--- config.mk ---
export PLATFORM = sky130hd
export DESIGN_NAME = irq_collector
export DESIGN_NICKNAME = d
export VERILOG_FILES = /design/src/rtl/irq_collector.sv
export SDC_FILE = /design/constraint.sdc
export NUM_CORES = 1
export LEC_CHECK = 0
export ABC_CLOCK_PERIOD_IN_PS = 900
export BUFFER_PORTS_ARGS = -buffer_cell sky130_fd_sc_hd__buf_2
export CAP_MARGIN = 0
export CORE_MARGIN = 2
export CORE_UTILIZATION = 36
export DETAILED_ROUTE_END_ITERATION = 7
export GPL_ROUTABILITY_DRIVEN = 0
export PLACE_DENSITY_LB_ADDON = 0.12
export SLEW_MARGIN = 0
export SYNTH_ARGS = -nofsm -noshare
export SYNTH_HDL_FRONTEND = slang
export SYNTH_SLANG_ARGS = --single-unit
--- constraint.sdc ---
create_clock -name clk -period 0.9 [get_ports clk]
set_clock_uncertainty 0.1 [all_clocks]
set_input_delay 0 -clock clk [delete_from_list [all_inputs] [get_ports clk]]
set_output_delay 0 -clock clk [all_outputs]
set_load 0.02 [all_outputs]
--- src/rtl/irq_collector.sv ---
module irq_collector #(
  parameter int N_BANK    = 4,
  parameter int N_PERIPH  = 6,
  parameter int DATA_W    = 16,
  parameter int ADDR_W    = 4,
  parameter int STAT_ADDR = 0,
  parameter int CTRL_ADDR = 1,
  parameter int GEN_BIT   = 8
) (
  input  logic              clk,
  input  logic              rst_n,
  input  logic [N_BANK-1:0]   bank_irq,
  input  logic [N_PERIPH-1:0] periph_irq,
  input  logic [ADDR_W-1:0] bus_addr,
  input  logic              bus_we,
  input  logic [DATA_W-1:0] bus_wdata,
  output logic [DATA_W-1:0] bus_rdata,
  output logic              cpu_irq
);
  localparam int SRC_W = N_BANK + N_PERIPH;

  logic [N_PERIPH-1:0] src_en;
  logic                gen_en;
  logic [SRC_W-1:0]    status;
  logic                pend;
  logic [DATA_W-1:0]   ctrl_view;

  assign status = {periph_irq, bank_irq};
  assign pend   = (|bank_irq) | (|(periph_irq & src_en));

  always_comb begin
    ctrl_view = '0;
    ctrl_view[N_PERIPH-1:0] = src_en;
    ctrl_view[GEN_BIT] = gen_en;
  end

  always_ff @(posedge clk) begin
    if (!rst_n) begin
      src_en <= '0;
      gen_en <= 1'b0;
    end else if (bus_we && bus_addr == ADDR_W'(CTRL_ADDR)) begin
      src_en <= bus_wdata[N_PERIPH-1:0];
      gen_en <= bus_wdata[GEN_BIT];
    end
  end

  always_ff @(posedge clk) begin
    if (!rst_n) begin
      bus_rdata <= '0;
      cpu_irq   <= 1'b0;
    end else begin
      cpu_irq <= gen_en & pend;
      if (bus_addr == ADDR_W'(STAT_ADDR))
        bus_rdata <= DATA_W'(status);
      else if (bus_addr == ADDR_W'(CTRL_ADDR))
        bus_rdata <= ctrl_view;
      else
        bus_rdata <= '0;
    end
  end

  assert_status_live_R1: assert property (@(posedge clk) disable iff (!rst_n)
    (bus_addr == ADDR_W'(STAT_ADDR)) |=> (bus_rdata == DATA_W'($past({periph_irq, bank_irq}))));

  assert_bank_unmaskable_R5: assert property (@(posedge clk) disable iff (!rst_n)
    (gen_en && |bank_irq) |=> cpu_irq);

  assert_periph_masked_R6: assert property (@(posedge clk) disable iff (!rst_n)
    (bank_irq == '0 && (periph_irq & src_en) == '0) |=> !cpu_irq);

  assert_global_off_R7: assert property (@(posedge clk) disable iff (!rst_n)
    !gen_en |=> !cpu_irq);

  assert_no_stray_write_R8: assert property (@(posedge clk) disable iff (!rst_n)
    !(bus_we && bus_addr == ADDR_W'(CTRL_ADDR)) |=> ($stable(src_en) && $stable(gen_en)));
endmodule

==> impl_results.md <==
* Placement Cell Area at 975 µm²
* Site Rows at 16
* Dpl cells at 140
* Area contributors post-synth: dfxtp_1, mux2i_1, nand2_1
* Syn-to-layout area delta at 56.0%
* Tmin final at 895 ps
* Design internal power at 1170 µW
* RSZ-0062 raised after global routing: yes
* Reg2Reg Capture Point: cpu_irq$_SDFF_PN0_
* Outcome: finished with violations
* Hold Startpoint: bank_irq[2]
* Setup Fix Bufs, Post-CTS at 0
* Final ANT Viol Nets at 0
* Post-CTS Hold Buffers at 13
* Core ar. at 1960 µm²
* Core Util, Final at 59.9%
* Die area at 2470 µm²
* Hpwl dp at 1.10 mm
* Finished Layout Cells at 157
* Post-layout power at 1510 µW
* Reg-to-reg startpoint: src_en[2]$_SDFFE_PN0P_
* Via count at 665
* Seq pwr share at 53.5%
* Avg Cell Area, Syn at 10.0 µm²
* Clk slew on worst S/H paths at 90 ps
* Starting Density at 38.4%
* Clk Latency, worst-skew pair at 290 ps
* Die Wd at 49.7 µm
* Synth top area share at 47.8%
* Cells on worst reg2reg path at 2
* PortBufs at 34
* Leakage at 0.000552 µW
* Slew Viols, Final at 0
* Tot GR Track Use at 14.2%
* Top Ports at 50
* CTS root buf: clkbuf_4
* Clk buf depth at 2
* Vias in the first global route at 662
* Nets@finish at 164
* Slowest stage delay, CP at 550 ps
* Grt ovf at 0
* Finished Cell Area at 1170 µm²
* Largest net degree at the start of global routing at 15
* First-pass GRT wire length at 2.66 mm
* DR vias/cell at 4.24
* Fin Hold WS at -120 ps
* Fillers at 186
* Critical path class: in2reg
* DR WL/cell at 10.1 µm
* PwrDens at 1290 nW/µm²
* # H-tree levels at 1
* Startpoint types: input pin
* Synth warnings at 0
* Layout cell share with drive strength beyond 1 at 43.8%
* FF+latch count, synth at 18
* CTS tree: built
* Initial DRC Count at 2
* Slowest stage cell, crit path: dlygate4sd3_1
* Switching pwr at 343 µW
* Worst endpoint required time at 960 ps
* Post-synthesis sequential area ratio at 47.8%
* Critical path capture point type: flip-flop
* Failing checks: hold timing
* WHS Path Cells at 3
* FMAX at 1120 MHz
* Final Setup Violations at 0
* Clock Sinks at 18
* Number of diodes at 0
* Syn Inst Count at 75
* Combinational share of power at 14.9%
* First-pass iteration count of the detailed router at 4
* Synthesized cell area at 753 µm²
* Worst hold path type: in2reg
* Switch share at 22.6%
* Arrival @ worst endpoint at 960 ps
* Total wire length at 1.59 mm
* Die H at 49.7 µm
* Hold endpoint: bus_rdata[2]$_SDFF_PN0_
* Initial antenna violation count at 0
* Reg2reg setup slack at 20 ps
* Final hold viol count at 8
* Max Cap Viol at 0
* Distinct cells, synth at 17
* Clock Power Share at 31.6%
* Final period utilization at 99.4%
* VDD IR max at 0.797 mV
* Inserted Clock Buffers at 3
* Leading area contributor after synthesis: dfxtp_1
* Cell Chain, Critical Path: dlygate4sd3_1 -> buf_2 -> a22oi_2 -> a41oi_2
* Crit path max fanout at 2
* DRC viols at 0
placed cells by master, fill, tap and decap left out, drive strengths merged:
cell,instances
a22oi,3
a41oi,1
and2,3
buf,42
clkbuf,4
conb,6
dfxtp,18
dlygate4sd3,12
dlymetal6s4s,1
mux2i,14
nand2,15
nor2,8
nor4,2
or4b,1
sequential cells by signal (all words and copies together) (netlist names):
name	flops
gen_en	1
cpu_irq	1
src_en	6
bus_rdata	10
stage by stage:
step	TNS, ps	hold WS (ps)	worst slack (ps)
3_3_place_gp	-2320	128	-205
4_1_cts	0	-124	1.15
2_1_floorplan	-638	27.3	-92.7
5_1_grt	-29.2	-117	-18.7
3_5_place_dp	-2440	131	-226
6_report	0	-120	5.34
worst max-delay path, delay by kind of cell:
family                 cells  cell delay, ps
buffers and inverters      2             690
AOI/OAI and AO/OA          2             270
kinds of logic (layout without fill, tap and decap cells):
kind of cell           Yosys count  count (layout)  synth area share, %
buffers and inverters            9              59                 8.64
flip-flops                      18              18                 47.8
multiplexers                    14              14                 18.6
other                            1               6                0.498
AO/OA/AOI/OAI                    4               4                 4.15
AND/OR/NAND/NOR                 29              29                 20.3
timing repair:
item                       in CTS  in global routing
hold endpoints to repair       18                  8
setup endpoints to repair       0                  4
resized for setup               0                 10
layer usage:
layer / track usage, % / wire length, µm / share of wire, %
met5: 0 / 0 / 0
met2: 22.9 / 793 / 50
met4: 4.17 / 0 / 0
met3: 6.36 / 103 / 6.5
met1: 17.0 / 696 / 44
cells in the mapped netlist:
| cell | n |
|---|---|
| a22oi_1 | 3 |
| a41oi_1 | 1 |
| and2_1 | 3 |
| buf_2 | 1 |
| buf_4 | 6 |
| buf_6 | 1 |
| clkbuf_1 | 1 |
| conb_1 | 1 |
| dfxtp_1 | 18 |
| mux2i_1 | 14 |
| nand2_1 | 14 |
| nand2_2 | 1 |
| nor2_1 | 7 |
| nor2_4 | 1 |
| nor4_1 | 1 |
| nor4_4 | 1 |
| or4b_1 | 1 |
final cells by class:
type | count | area (µm²) | area share, %
repair buffers | 55 | 368 | 31.3
well taps | 27 | 33.8 | 2.88
clock buffers | 4 | 36.3 | 3.09
flip-flops and latches | 18 | 364 | 31.0
multi-input cells | 53 | 373 | 31.7
worst max path at each step:
stage | from | to | slack (ps) | cells past startpoint
final | periph_irq[1] | cpu_irq$_SDFF_PN0_ | 5 | 4
after global routing | src_en[2]$_SDFFE_PN0P_ | cpu_irq$_SDFF_PN0_ | -20 | 2
after detailed placement | bus_addr[3] | bus_rdata[9]$_SDFF_PN0_ | -230 | 4
after global placement | bus_addr[3] | bus_rdata[6]$_SDFF_PN0_ | -200 | 4
after CTS | periph_irq[1] | cpu_irq$_SDFF_PN0_ | 1 | 4
after floorplan | bus_addr[3] | bus_rdata[6]$_SDFF_PN0_ | -90 | 4
power groups by stage:
stage          registers (µW)  logic, µW  clock network [µW]
3_3_place_gp              827        174                   0
5_1_grt                   810        246                 528
6_report                  809        226                 479
4_1_cts                   808        221                 497
3_5_place_dp              827        177                   0
2_1_floorplan             833        110                   0
(Power assumes the default switching activity.)
